<file path="src/rtl/drc_pkg.sv">
package drc_pkg;
  // Relation encoding on three one-hot wires: bit 2 smaller, bit 1 greater, bit 0 equal.
  typedef logic [2:0] rel_t;
  localparam int REL_S = 2;
  localparam int REL_G = 1;
  localparam int REL_E = 0;
  localparam rel_t REL_NULL = 3'b000;
  localparam rel_t REL_EQ   = 3'b001;
endpackage

</file>
<file path="src/rtl/drc_bit_cell.sv">
module drc_bit_cell
  import drc_pkg::*;
(
  input  logic a_t,
  input  logic a_f,
  input  logic b_t,
  input  logic b_f,
  output rel_t rel
);
  // A relation appears only when both operand bits are valid.
  always_comb begin
    rel        = REL_NULL;
    rel[REL_S] = a_f & b_t;
    rel[REL_G] = a_t & b_f;
    rel[REL_E] = (a_t & b_t) | (a_f & b_f);
  end
endmodule

</file>
<file path="src/rtl/drc_merge_cell.sv">
module drc_merge_cell
  import drc_pkg::*;
(
  input  rel_t hi,
  input  rel_t lo,
  output rel_t rel
);
  // The upper group decides on its own. The lower group matters only when the upper group is equal.
  always_comb begin
    rel        = REL_NULL;
    rel[REL_S] = hi[REL_S] | (hi[REL_E] & lo[REL_S]);
    rel[REL_G] = hi[REL_G] | (hi[REL_E] & lo[REL_G]);
    rel[REL_E] = hi[REL_E] & lo[REL_E];
  end
endmodule

</file>
<file path="src/rtl/drc_tree.sv">
module drc_tree
  import drc_pkg::*;
#(
  parameter int WIDTH = 16
) (
  input  logic [WIDTH-1:0] a_t,
  input  logic [WIDTH-1:0] a_f,
  input  logic [WIDTH-1:0] b_t,
  input  logic [WIDTH-1:0] b_f,
  output rel_t             rel
);
  localparam int LEVELS = (WIDTH > 1) ? $clog2(WIDTH) : 0;
  localparam int PADW   = 1 << LEVELS;
  localparam int PAD    = PADW - WIDTH;
  localparam int NODES  = 2 * PADW - 1;

  // Heap-ordered node store. Node k has its upper child at 2k+1 and its lower child at 2k+2.
  // Leaf j stands for padded position PADW-1-j, so leaves run from MSB to LSB.
  logic [NODES*3-1:0] nd;

  for (genvar j = 0; j < PADW; j++) begin : g_leaf
    localparam int POS = PADW - 1 - j;
    if (POS < PAD) begin : g_pad
      // Padding below the LSB counts as a valid equal bit.
      assign nd[(PADW-1+j)*3 +: 3] = REL_EQ;
    end else begin : g_bit
      drc_bit_cell u_bit (
        .a_t (a_t[POS-PAD]),
        .a_f (a_f[POS-PAD]),
        .b_t (b_t[POS-PAD]),
        .b_f (b_f[POS-PAD]),
        .rel (nd[(PADW-1+j)*3 +: 3])
      );
    end
  end

  for (genvar k = 0; k < PADW - 1; k++) begin : g_node
    drc_merge_cell u_merge (
      .hi  (nd[(2*k+1)*3 +: 3]),
      .lo  (nd[(2*k+2)*3 +: 3]),
      .rel (nd[k*3 +: 3])
    );
  end

  assign rel = nd[2:0];
endmodule

</file>
<file path="src/rtl/drc_lookahead_cmp.sv">
module drc_lookahead_cmp
  import drc_pkg::*;
#(
  parameter int WIDTH = 16
) (
  input  logic             clk,
  input  logic             rst,
  input  logic [WIDTH-1:0] a_t,
  input  logic [WIDTH-1:0] a_f,
  input  logic [WIDTH-1:0] b_t,
  input  logic [WIDTH-1:0] b_f,
  output logic             res_s,
  output logic             res_g,
  output logic             res_e,
  output logic             done
);
  rel_t tree_rel;
  rel_t res_q;
  logic all_null;
  logic all_valid;

  drc_tree #(.WIDTH(WIDTH)) u_tree (
    .a_t (a_t),
    .a_f (a_f),
    .b_t (b_t),
    .b_f (b_f),
    .rel (tree_rel)
  );

  assign all_null  = ~|(a_t | a_f | b_t | b_f);
  assign all_valid = &((a_t ^ a_f) & (b_t ^ b_f));

  // Capture the first non-null relation, then hold it until the spacer is complete.
  always_ff @(posedge clk) begin
    if (rst) begin
      res_q <= REL_NULL;
    end else if (res_q == REL_NULL) begin
      if (tree_rel != REL_NULL) res_q <= tree_rel;
    end else if (all_null) begin
      res_q <= REL_NULL;
    end
  end

  assign res_s = res_q[REL_S];
  assign res_g = res_q[REL_G];
  assign res_e = res_q[REL_E];
  assign done  = |res_q;

  a_r1_rails_legal: assert property (@(posedge clk) disable iff (rst)
    ((a_t & a_f) == '0) && ((b_t & b_f) == '0));

  a_r2_onehot: assert property (@(posedge clk) disable iff (rst)
    $onehot0({res_s, res_g, res_e}));

  a_r6_eq_complete: assert property (@(posedge clk) disable iff (rst)
    $rose(res_e) |-> $past(all_valid));

  a_r7_capture: assert property (@(posedge clk) disable iff (rst)
    (!done && tree_rel != REL_NULL) |=> done);

  a_r8_hold: assert property (@(posedge clk) disable iff (rst)
    (done && !all_null) |=> $stable({res_s, res_g, res_e}));

  a_r8_clear: assert property (@(posedge clk) disable iff (rst)
    (done && all_null) |=> !done);
endmodule

</file>
<file path="config.mk">
export PLATFORM = sky130hd
export DESIGN_NAME = drc_lookahead_cmp
export DESIGN_NICKNAME = d
export VERILOG_FILES = /design/src/rtl/drc_pkg.sv /design/src/rtl/drc_bit_cell.sv /design/src/rtl/drc_merge_cell.sv /design/src/rtl/drc_tree.sv /design/src/rtl/drc_lookahead_cmp.sv
export SDC_FILE = /design/constraint.sdc
export NUM_CORES = 1
export LEC_CHECK = 0
export ABC_CLOCK_PERIOD_IN_PS = 2600
export BUFFER_PORTS_ARGS = -buffer_cell sky130_fd_sc_hd__buf_2
export CORE_MARGIN = 5
export CORE_UTILIZATION = 41
export CTS_CLUSTER_SIZE = 8
export DETAILED_ROUTE_END_ITERATION = 16
export PLACE_DENSITY = 0.92
export REMOVE_ABC_BUFFERS = 1
export SLEW_MARGIN = 20
export SYNTH_ARGS = -nofsm -noshare
export SYNTH_HDL_FRONTEND = slang
export SYNTH_SLANG_ARGS = --single-unit
</file>
<file path="constraint.sdc">
create_clock -name clk -period 2.6 [get_ports clk]
set_clock_uncertainty 0.2 [all_clocks]
set_input_delay 0.39 -clock clk [delete_from_list [all_inputs] [get_ports clk]]
set_output_delay 0.39 -clock clk [all_outputs]
set_load 0.01 [all_outputs]
</file>
## Word-level counts from Yosys, hierarchy flattened

Index checks and enable logic that the tools add are counted.

| storage, ports and cells | value |
|---|---|
| flip-flop bits (word level) | 3 |
| input port bits | 66 |
| output and inout port bits | 4 |

| operators by class | value |
|---|---|
| equal/unequal tests | 2 |
| muxes and demuxes | 3 |
| bitwise logic cells | 158 |
| reductions and logical operators | 5 |

Operators with widths:

| cell | count |
|---|---|
| $and 1x1->1 | 109 |
| $or 16x16->16 | 3 |
| $or 1x1->1 | 46 |
| $reduce_or 16->1 | 1 |
| $mux 3 | 3 |
| $ne 2x1->1 const B | 2 |
| $logic_not 3->1 | 1 |
| $reduce_bool 3->1 | 1 |
| $reduce_or 3->1 | 1 |
| $reduce_and 2->1 | 1 |

## Longest topological paths before layout

Gate-level depths: netlist of run 1.

| depth | value |
|---|---|
| depth after elaboration | 13 |
| depth in mapped cells | 7 |

## By module

A second synthesis of run 1 with hierarchy kept.

| unflattened totals | value |
|---|---|
| cells, all modules | 126 |
| area, all modules | 959.7 µm² |

By module, submodules not included:

| module | times used | cells an instance | area each (µm²) | seq. area each (µm²) |
|---|---|---|---|---|
| drc_bit_cell | 16 | 3 | 22.5 | 0.0 |
| drc_merge_cell | 15 | 3 | 22.5 | 0.0 |
| drc_lookahead_cmp | 1 | 33 | 261.5 | 60.1 |

## Least setup slack after synthesis of run 1

No wires, ideal clock.

| timing | value |
|---|---|
| kind | input to register |
| start point | input port a_f[8] |
| end point | register res_q[1] |
| library setup time | 0.129 ns |
| data arrival time | 1.427 ns |
| required time | 2.271 ns |
| setup slack | 0.844 ns |
| cell stages on the path | 6 |
| path buffers | 0 |
| cells stage by stage | nor4_1 -> nand4_1 -> nor3_1 -> nand4_1 -> a221oi_1 -> a211oi_1 |

| between the ends | value |
|---|---|
| longest elaborated chain between the ends | 11 |
| elaborated cells on any way between the ends | 27 |

Ends and longest elaborated chain:

| item | RTL line | source |
|---|---|---|
| start: declaration | drc_lookahead_cmp.sv:9 | `input logic [WIDTH-1:0] a_f,` |
| $and 1x1->1 | drc_bit_cell.sv:13 | `rel[REL_S] = a_f & b_t;` |
| $and 1x1->1 | drc_merge_cell.sv:11 | `rel[REL_S] = hi[REL_S] \| (hi[REL_E] & lo[REL_S]);` |
| $or 1x1->1 | drc_merge_cell.sv:11 |  |
| $and 1x1->1 | drc_merge_cell.sv:11 |  |
| $or 1x1->1 | drc_merge_cell.sv:11 |  |
| $and 1x1->1 | drc_merge_cell.sv:11 |  |
| $or 1x1->1 (2 in a row) | drc_merge_cell.sv:11 |  |
| $reduce_bool 3->1 | drc_lookahead_cmp.sv:38 | `if (tree_rel != REL_NULL) res_q <= tree_rel;` |
| $ne 2x1->1 (no source line) | -- |  |
| $reduce_and 2->1 (no source line) | -- |  |
| end signal: assignment | drc_lookahead_cmp.sv:38 |  |
| end: declaration | drc_lookahead_cmp.sv:18 | `rel_t res_q;` |

Several ways; a longest one is shown, not always the timed one. The select of a mux whose other input is x is not followed.
A chain may end at the register's enable or synchronous reset.

## Worst setup path after layout of run 1

| timing | value |
|---|---|
| start point | input port a_f[7] |
| end point | register res_q[1] |

| between the ends | value |
|---|---|
| longest elaborated chain between the ends | 11 |
| elaborated cells on any way between the ends | 33 |

Ends and longest elaborated chain:

| item | RTL line | source |
|---|---|---|
| $and 1x1->1 | drc_bit_cell.sv:15 | `rel[REL_E] = (a_t & b_t) \| (a_f & b_f);` |
| $or 1x1->1 | drc_bit_cell.sv:15 |  |
| $and 1x1->1, on equally long branches | drc_merge_cell.sv:12, drc_merge_cell.sv:11, drc_merge_cell.sv:13 |  |
| $or 1x1->1 (tied with other cells) (2 in a row) | drc_merge_cell.sv:12 | `rel[REL_G] = hi[REL_G] \| (hi[REL_E] & lo[REL_G]);` |
| $or 1x1->1, on equally long branches | drc_merge_cell.sv:12, drc_merge_cell.sv:11 |  |
| $and 1x1->1, on equally long branches | drc_merge_cell.sv:12, drc_merge_cell.sv:11 |  |
| $or 1x1->1, on equally long branches | drc_merge_cell.sv:12, drc_merge_cell.sv:11 |  |
| $reduce_bool 3->1 | drc_lookahead_cmp.sv:38 |  |
| $ne 2x1->1 (no source line) | -- |  |
| $reduce_and 2->1 (no source line) | -- |  |

Several ways; a longest one is shown, not always the timed one. The select of a mux whose other input is x is not followed.

==> results of run 1 <==
[per-layer routing]
| layer | wire length, um | up-vias | part of all wire [%] |
|---|---|---|---|
| met4 | 37 | 0 | 1.1 |
| met2 | 1495 | 108 | 46 |
| met5 | 0 | - | 0 |
| met3 | 444 | 6 | 14 |
| met1 | 1299 | 616 | 40 |
| li1 | - | 690 | - |
[power by group]
part / total (mW) / internal [mW] / switching [mW]
clock network: 0.0843 / 0.0577 / 0.0266
registers: 0.0554 / 0.0503 / 0.00503
logic: 0.178 / 0.0784 / 0.0995
[Yosys cell counts]
cell	n
a2111oi_2	1
a211oi_1	1
a21oi_1	7
a221oi_1	2
a222oi_1	1
a22o_1	1
a22oi_1	15
a311o_1	1
a31o_2	1
a31oi_1	7
a32o_1	1
and2_1	2
and3_1	2
and4_1	1
dfxtp_1	3
inv_1	2
inv_2	1
nand2_1	16
nand3_1	2
nand4_1	15
nor2_1	7
nor3_1	1
nor3_2	2
nor4_1	16
nor4_2	1
o211ai_1	2
o21ai_0	10
o22ai_1	1
o31ai_1	1
or4_1	1
[layout make-up]
class	count	share of cell area, %
Inverter	3	0.9356
Multi-Input combinational cell	118	60.40
Clock buffer	4	2.183
Timing Repair Buffer	69	28.69
Sequential cell	3	4.990
Tap cell	27	2.807
[through the flow]
stage / total power, mW / hold slack [ns] / util, % / instances
2_1_floorplan: 0.1270 / 0.2591 / - / 124
3_3_place_gp: 0.2277 / 0.3428 / 61.91 / 220
3_5_place_dp: 0.2295 / 0.3335 / 61.91 / 220
4_1_cts: 0.3154 / 0.1605 / 63.29 / 224
5_1_grt: 0.3397 / 0.1592 / 63.29 / 224
6_report: 0.3176 / 0.1610 / 63.29 / 224
[cell families (layout without fill, tap and decap cells)]
logic type / count (synthesis) / count (layout) / share of synthesized area (%)
buf+inv: 3 / 76 / 1.411
flops: 3 / 3 / 7.524
compound gates: 52 / 52 / 44.83
simple gates: 66 / 66 / 46.24
[how the worst max path moves through the flow]
stage            from                    end  slack [ns]
2_1_floorplan  a_f[8]  res_q[1]$_SDFFE_PP0P_        0.84
3_3_place_gp   a_t[8]  res_q[1]$_SDFFE_PP0P_        0.52
3_5_place_dp   a_f[7]  res_q[1]$_SDFFE_PP0P_        0.51
4_1_cts        a_f[7]  res_q[1]$_SDFFE_PP0P_        0.71
5_1_grt        a_f[7]  res_q[1]$_SDFFE_PP0P_        0.48
6_report       a_f[7]  res_q[1]$_SDFFE_PP0P_        0.69
==> metrics.md, run 1 <==
| Metric | Value |
|---|---|
| Outcome | completed |
| Via count | 1420 |
| CTS tree | yes |
| Slew headroom | 68.51% |
| # diodes | 0 |
| Max stage delay on crit path | 0.36 ns |
| # fillers | 184 |
| Final net count | 264 |
| Yosys Warn Count | 0 |
| Worst IR Drop VDD | 0.1320 mV |
| First drt pass iteration count | 4 |
| Crit start category | input port |
| Reg clk slew, reported paths | 0.04 ns |
| Post-CTS Hold Fix Bufs | 0 |
| CP Depth | 7 |
| Crit path buf inv count | 1 |
| WHS Endpoint | res_q[1]$_SDFFE_PP0P_ |
| GP Congestion | 0.9623 |
| Largest register FFs | 3 |
| Area post-placement | 0.001177 mm2 |
| Total wire length | 3277 um |
| Fmax | 522.5 MHz |
| Met3 usage | 3.324% |
| Hold depth | 2 |
| Register area | 60.06 um2 |
| FF-to-FF path depth | 6 |
| Critical R2R Capture | res_q[0]$_SDFFE_PP0P_ |
| Largest registers | res_q (3) |
| RSZ-0062 raised after global routing | no |
| CTS root buffer | clkbuf_4 |
| Chip width | 54.13 um |
| Most frequent CP cell | nand4_1 |
| Met2 Resource Use GR | 36.85% |
| Critical path class | input port to register |
| CTS resizes | 0 |
| Commonest non-fill, non-tap cell in the layout | buf_2 |
| Crit-path cells | buf_2, nor4_1, nand4_1, nor3_1, nand4_1, a221oi_1, a211oi_1 |
| Tmin final | 1.914 ns |
| Global-route wire length before repair | 4912 um |
| Final worst setup slack | 0.6859 ns |
| Area share of the largest cell type after synthesis | 14.11% |
| DRC | 0 |
| # clock sinks | 3 |
| Avg Cell Area, Syn | 6.438 um2 |
| Area Growth Syn to Fin | 50.78% |
| Vias in the first global route | 1280 |
| Post-route design area | 0.001204 mm2 |
| DPL Wire Length | 2704 um |
| Initial antenna violation count | 0 |
| Drt initial violations | 59 |
| Global route hottest layer | met2 |
| Clock latency on the worst-skew pair | 0.24 ns |
| Crit end category | register |
| Post-synthesis sequential area ratio | 7.524% |
| Initial core utilization | 41.97% |
| DP Worst Slack | 0.5065 ns |
| GR Overflow Total | 0 |
| Multi-input gate area | 726.9 um2 |
| Setup violators final | 0 |
| Cell family with the largest share of critical-path delay | simple AND/OR/NAND/NOR gates |
| Synth area leaders | a22oi_1, nor4_1, nand4_1 |
| Core ar. | 0.001902 mm2 |
| Final TNS setup | 0 ns |
| Hold Startpoint | rst |
| Pwr per Cell Area | 263.9 mW/mm2 |
| Row cnt | 16 |
| Required @ worst endpoint | 2.51 ns |
| Flops & latches, synth | 3 |
| Slowest cell on the critical path | nor4_1 |
| FF-to-FF Start | res_q[1]$_SDFFE_PP0P_ |
| Global Route met1 Usage | 27.15% |
| Least-Margin Pin Slew | 0.4684 ns |
| Vias per cell | 6.339 |
| CTS H-Tree Depth | 1 |
| IO Count | 70 |
| Largest net degree at the start of global routing | 6 |
| Data arrival time of the critical path | 1.83 ns |
| Cells after synthesis | 124 |
| TritonCTS buffer count | 3 |
| Port Buffers | 69 |
| Pleak | 0.5114 nW |
| Maxcap violations | 0 |
| Slew Limit Fails | 0 |
| GRT Overall Usage | 21.79% |
| Yosys top cell by area | a22oi_1 |
| Die height | 54.13 um |
| Clock Path Buffers | 2 |
| Reg2reg setup slack | 0.79 ns |
| Final Cycle Share | 73.62% |
| Crit Path Max Fanout | 5 |
| Setup Buffers After CTS | 0 |
| Largest Register | res_q |
| Post-DR wirelength/cell | 14.63 um |
| Die area | 0.002930 mm2 |
| Hold Path Class | input port to register |
| Yosys cell types | 30 |
| Layout cells sized above 1 | 39.59% |
| ANT nets after route | 0 |
| Commonest cells after routing, fill and taps aside | buf_2, nand2_1, nor4_1 |
| Final hold vios | 0 |
| Post-Synthesis Cell Area | 798.3 um2 |
(Power assumes the default switching activity.)
==> run 2: changes to the inputs <==
- ABC_AREA: unset -> 1
- ABC_CLOCK_PERIOD_IN_PS: 2600 -> 1800
- CORE_UTILIZATION: 41 -> 42
- PLACE_DENSITY: 0.92 -> 0.87
- clock period: 2.6 -> 1.8 ns (I/O delays scaled with it)
==> run 2 against run 1 <==
Net effect: clock power grew 52%; largest power group unchanged; power up 77%; clock-buffer cell count did not move; global-route usage shrank 6.0 points; synthesized cell count is 85% higher; sequential power grew 62%; non-clock buffer count did not move; core utilization is 0.64 points lower; setup slack got worse by 0.45 ns; area after synthesis up 26%; critical path type is now register to register; highest routed layer is now met3; combinational power rose by 93%; largest cell class unchanged.
==> metrics.md, run 2 <==
| Metric | Value |
|---|---|
| GR Overflow Total | 0 |
| Post-synthesis simple-gate area fraction | 75.37% |
| Compound-gate portion of the synthesized area | 10.82% |
| Max stage delay on crit path | 0.32 ns |
| Sw Share | 44.70% |
| DRC | 0 |
| Initial antenna violation count | 0 |
| Mux share of post-synthesis cell area | 0% |
| Post-Synthesis Cell Area | 0.001006 mm2 |
| TritonCTS buffer count | 3 |
| Area share of the largest cell type after synthesis | 45.15% |
| Final hold vios | 0 |
| FF-to-FF Start | res_q[1]$_SDFFE_PP0P_ |
| Adder-cell share of the synthesized area | 0% |
| Reg clk slew, reported paths | 0.04 ns |
| Cells after synthesis | 229 |
| Port Buffers | 69 |
| Via count | 1520 |
| Crit path to | res_q[2]$_SDFFE_PP0P_ |
| Synth area leaders | nand2_1, nor2_1, inv_1 |
| Data arrival time of the critical path | 1.49 ns |
| Synth cell count leaders | nand2_1, nor2_1, inv_1, nand3_1, a21oi_1 |
| Fmax | 641.0 MHz |
| Crit path buf inv count | 1 |
| GRT Overall Usage | 15.74% |
| RSZ-0062 raised after global routing | no |
| Tmin final | 1.560 ns |
| # diodes | 0 |
| Vias per cell | 4.606 |
| Yosys cell types | 17 |
| Largest register FFs | 3 |
| DPL Wire Length | 2495 um |
| Worst IR Drop VDD | 0.2812 mV |
| Yosys top cell by area | nand2_1 |
| Post-synth EDFFs | 0 |
| Internal power | 0.3106 mW |
| Clock power share | 22.7% |
| Crit Path Max Fanout | 4 |
| Core ar. | 0.002255 mm2 |
| Setup violators final | 0 |
| Row cnt | 17 |
| Final worst setup slack | 0.2400 ns |
| Most used DFF post-synth | dfxtp_1 |
| Hold depth | 2 |
| DP Worst Slack | 0.1615 ns |
| Largest Register | res_q |
| Initial core utilization | 44.62% |
| Critical path startpoint | res_q[1]$_SDFFE_PP0P_ |
| GP Congestion | 0.7833 |
| Final hold slack | 0.01824 ns |
| Pwr per Cell Area | 397.6 mW/mm2 |
| Hold Path Class | input port to register |
| Hold Startpoint | rst |
| Post-DR wirelength/cell | 8.327 um |
| Slew headroom | 87.86% |
| Top-count cell post-synth | nand2_1 |
| Commonest cells after routing, fill and taps aside | nand2_1, buf_2, nor2_1 |
| Required @ worst endpoint | 1.73 ns |
| Largest family of logic cells by synthesized area | simple AND/OR/NAND/NOR gates |
| Slew Limit Fails | 0 |
| First drt pass iteration count | 4 |
| Final TNS setup | 0 ns |
| Outcome | completed |
| Crit start category | register |
| CTS H-Tree Depth | 1 |
| Crit-path cells | nor2_1, nand2_1, a21oi_1, nand3_1, nor2_1, nand2_1, nand2_1, inv_2, a31oi_1, nor2_1 |
| Net switching power | 0.2510 mW |
| Clock latency on the worst-skew pair | 0.24 ns |
| Final Cycle Share | 86.67% |
| Reg2reg setup slack | 0.24 ns |
| Flops & latches, synth | 3 |
| FF-to-FF path depth | 10 |
| Critical path class | register to register |
| Layout cells sized above 1 | 28.15% |
| Post-synthesis xor/xnor area fraction | 0% |
| Avg Cell Area, Syn | 4.393 um2 |
| Chip width | 58.94 um |
| Critical R2R Capture | res_q[2]$_SDFFE_PP0P_ |
| Commonest non-fill, non-tap cell in the layout | nand2_1 |
| Area Growth Syn to Fin | 40.42% |
| # clock sinks | 3 |
| Global-route wire length before repair | 4588 um |
| Slowest cell on the critical path | dfxtp_1 |
| IO Count | 70 |
| CTS resizes | 0 |
| Total wire length | 2748 um |
| Setup Buffers After CTS | 0 |
| Die height | 58.94 um |
| Async SR Flop Fraction | 0% |
| CTS tree | yes |
| Cell family with the largest share of critical-path delay | simple AND/OR/NAND/NOR gates |
| Least-Margin Pin Slew | 0.1804 ns |
| Clock Path Buffers | 2 |
| ANT nets after route | 0 |
| Sequential share of power | 16.0% |
| # fillers | 259 |
| Yosys Warn Count | 0 |
| Post-layout util | 62.65% |
| Final net count | 369 |
| Pleak | 0.8887 nW |
| Largest net degree at the start of global routing | 5 |
| Largest registers | res_q (3) |
| Post-synthesis sequential area ratio | 5.970% |
| Maxcap violations | 0 |
| CTS root buffer | clkbuf_4 |
| Crit end category | register |
| Post-CTS Hold Fix Bufs | 0 |
| Vias in the first global route | 1309 |
| Combinational share of power | 61.3% |
| Drt initial violations | 35 |
| Die area | 0.003474 mm2 |
| CP Depth | 10 |
## run 2: worst register-to-register path: stages, from the launching register on
cell and delay, ns:
dfxtp_1 0.32, nor2_1 0.10, nand2_1 0.11, a21oi_1 0.14, nand3_1 0.09, nor2_1 0.09
nand2_1 0.07, nand2_1 0.07, inv_2 0.05, a31oi_1 0.15, nor2_1 0.06
## run 2: worst min path at each step
stage	end	slack [ns]
6_report	res_q[1]$_SDFFE_PP0P_	0.02
5_1_grt	res_q[1]$_SDFFE_PP0P_	0.03
2_1_floorplan	res_q[1]$_SDFFE_PP0P_	0.14
4_1_cts	res_q[1]$_SDFFE_PP0P_	0.01
3_5_place_dp	res_q[2]$_SDFFE_PP0P_	0.27
3_3_place_gp	res_q[2]$_SDFFE_PP0P_	0.27
## run 2: final cells by class
type / instances / area, um2 / area share [%]
tap: 28 / 35.03 / 2.480
sequential: 3 / 60.06 / 4.252
clock buffer: 4 / 26.28 / 1.860
multi-input combinational: 205 / 867.1 / 61.38
inverter: 21 / 78.83 / 5.580
timing repair buffer: 69 / 345.3 / 24.45
## run 2: power by group through the flow
stage | Clock, mW | Sequential, mW | Combinational (mW)
final | 0.128 | 0.0898 | 0.344
after global routing | 0.140 | 0.0915 | 0.397
after CTS | 0.131 | 0.0895 | 0.348
after detailed placement | 0 | 0.0907 | 0.347
after global placement | 0 | 0.0909 | 0.343
after floorplan | 0 | 0.0959 | 0.189
## run 2: logic make-up after synthesis
| kind of cell | count (synthesis) |
|---|---|
| compound gates | 16 |
| buf+inv | 21 |
| flops | 3 |
| simple gates | 189 |
## run 2: per-stage QoR
stage                     instances  total power, mW  area [um2]
after floorplan                 229           0.2848        1006
after global placement          326           0.4340        1386
after detailed placement        326           0.4381        1386
after CTS                       330           0.5688        1413
after global routing            330           0.6282        1413
final                           330           0.5616        1413
## run 2: per-layer routing
metal | routed length, um | vias up | global-route usage (%)
li1 | - | 854 | -
met1 | 1075 | 620 | 17.44
met2 | 1415 | 46 | 31.23
met3 | 257 | 0 | 2.193
met4 | 0 | 0 | 2.913
met5 | 0 | - | 0
==> run 3: changes to the inputs <==
- ABC_CLOCK_PERIOD_IN_PS: 1800 -> 1840
- CELL_PAD_IN_SITES_DETAIL_PLACEMENT: unset -> 1
- CELL_PAD_IN_SITES_GLOBAL_PLACEMENT: unset -> 1
- CORE_ASPECT_RATIO: unset -> 0.5
- CORE_UTILIZATION: 42 -> 25
- PLACE_DENSITY: 0.87 -> 0.9
- TNS_END_PERCENT: unset -> 50
- clock period: 1.8 -> 1.84 ns (I/O delays scaled with it)
==> run 3 against run 2 <==
Net effect: combinational power grew 3%; first-iteration DRC count decreased by 2.9%; clock-buffer cell count unchanged; via count up 8.9%; critical path depth unchanged; clock power is 53% higher; sequential power shrank 2.7%; setup slack got worse by 0.0023 ns.
==> metrics.md, run 3 (synthesized netlist as in run 2, its figures left out) <==
| Metric | Value |
|---|---|
| Reg2reg setup slack | 0.24 ns |
| Drt initial violations | 34 |
| Largest Register | res_q |
| WHS Endpoint | res_q[1]$_SDFFE_PP0P_ |
| # diodes | 0 |
| Row cnt | 16 |
| Crit path buf inv count | 1 |
| Maxcap violations | 0 |
| FF-to-FF path depth | 10 |
| Least-Margin Pin Slew | 0.1935 ns |
| Clock latency on the worst-skew pair | 0.22 ns |
| Clock Path Buffers | 2 |
| Layout cells sized above 1 | 28.15% |
| DRC | 0 |
| Commonest cells after routing, fill and taps aside | nand2_1, buf_2, nor2_1 |
| Vias in the first global route | 1632 |
| Largest registers | res_q (3) |
| Final net count | 369 |
| DPL Wire Length | 3696 um |
| TritonCTS buffer count | 3 |
| Final Cycle Share | 87.09% |
| Global-route wire length before repair | 6603 um |
| Slew Limit Fails | 0 |
| Max stage delay on crit path | 0.31 ns |
| Slowest cell on the critical path | dfxtp_1 |
| Initial core utilization | 25.90% |
| Post-layout util | 37.69% |
| Post-DR wirelength/cell | 11.20 um |
| CTS H-Tree Depth | 1 |
| Pwr per Cell Area | 436.6 mW/mm2 |
| Cell family with the largest share of critical-path delay | simple AND/OR/NAND/NOR gates |
| Largest register FFs | 3 |
| Outcome | completed |
| Critical R2R Capture | res_q[2]$_SDFFE_PP0P_ |
| CTS resizes | 0 |
| Area Growth Syn to Fin | 45.52% |
| Final TNS setup | 0 ns |
| Crit start category | register |
| Pleak | 0.8965 nW |
| GP Congestion | 0.8430 |
| Post-CTS Hold Fix Bufs | 0 |
| Register area | 60.06 um2 |
| Largest net degree at the start of global routing | 5 |
| # fillers | 619 |
| Initial antenna violation count | 0 |
| Setup violators final | 0 |
| GRT Overall Usage | 14.70% |
| Hold depth | 2 |
| Chip width | 99.71 um |
| Via count | 1655 |
| Final Power | 0.6391 mW |
| CTS tree | yes |
| Hold Path Class | input port to register |
| First drt pass iteration count | 4 |
| Port Buffers | 69 |
| RSZ-0062 raised after global routing | no |
| Crit-path cells | nor2_1, nand2_1, a21oi_1, nand3_1, nor2_1, nand2_1, nand2_1, inv_2, a31oi_1, nor2_1 |
| CTS root buffer | clkbuf_8 |
| Reg clk slew, reported paths | 0.03 ns |
| Worst IR Drop VDD | 0.2078 mV |
| Vias per cell | 4.649 |
| Commonest non-fill, non-tap cell in the layout | nand2_1 |
| Final hold vios | 0 |
| Required @ worst endpoint | 1.75 ns |
| Crit end category | register |
| Crit Path Max Fanout | 4 |
| # clock sinks | 3 |
| Total wire length | 3986 um |
| ANT nets after route | 0 |
| Fmax | 624.1 MHz |
| Hold Startpoint | rst |
| Die area | 0.005470 mm2 |
| GR Overflow Total | 0 |
| Tmin final | 1.602 ns |
| Slew headroom | 87.10% |
| Setup Buffers After CTS | 0 |
| FF-to-FF Start | res_q[1]$_SDFFE_PP0P_ |
| Critical path class | register to register |
| Data arrival time of the critical path | 1.51 ns |
| Multi-input gate area | 867.1 um2 |
| Core ar. | 0.003884 mm2 |
| Die height | 54.86 um |
| IO Count | 70 |
==> run 3: cell counts in the layout (fill, tap and decap cells not counted) <==
No cell type changed its count.
==> run 3: cell type report <==
| type | instances | area share, % |
|---|---|---|
| sequential | 3 | 4.103 |
| inverter | 21 | 5.385 |
| tap | 54 | 4.615 |
| clock buffer | 4 | 3.077 |
| multi-input combinational | 205 | 59.23 |
| timing repair buffer | 69 | 23.59 |
==> run 3: worst max path at each step <==
stage	startpoint	to	slack [ns]	cells after the start
after floorplan	res_q[1]$_SDFFE_PP0P_	res_q[2]$_SDFFE_PP0P_	0.32	10
after global placement	a_t[15]	res_q[0]$_SDFFE_PP0P_	0.15	14
after detailed placement	b_f[13]	res_q[2]$_SDFFE_PP0P_	0.09	12
after CTS	res_q[1]$_SDFFE_PP0P_	res_q[2]$_SDFFE_PP0P_	0.22	10
after global routing	res_q[2]$_SDFFE_PP0P_	res_q[2]$_SDFFE_PP0P_	0.08	10
final	res_q[1]$_SDFFE_PP0P_	res_q[2]$_SDFFE_PP0P_	0.24	10
==> run 3: stage by stage <==
step	setup slack, ns	cell area [um2]	hold WS, ns	cells
final	0.2376	1464	0.04669	356
after global routing	0.08165	1464	0.04862	356
after CTS	0.2247	1464	0.05190	356
after detailed placement	0.09266	1419	0.2797	352
after global placement	0.1498	1419	0.2717	352
after floorplan	0.3193	1006	0.1451	229
==> run 3: layer usage <==
| metal | part of all wire (%) | wire, um | vias to the layer above | track usage, % |
|---|---|---|---|---|
| met1 | 41 | 1629 | 748 | 15.94 |
| met2 | 53 | 2094 | 40 | 29.03 |
| li1 | - | - | 856 | - |
| met3 | 4.7 | 187 | 11 | 3.308 |
| met4 | 1.9 | 75 | 0 | 5.215 |
| met5 | 0 | 0 | - | 0 |
==> run 3: where the power goes <==
group          internal, mW  leakage (nW)  switching (mW)  total, mW
registers            0.0790        0.0248         0.00847     0.0874
logic                 0.144         0.849           0.212      0.356
clock network         0.148        0.0228          0.0477      0.196
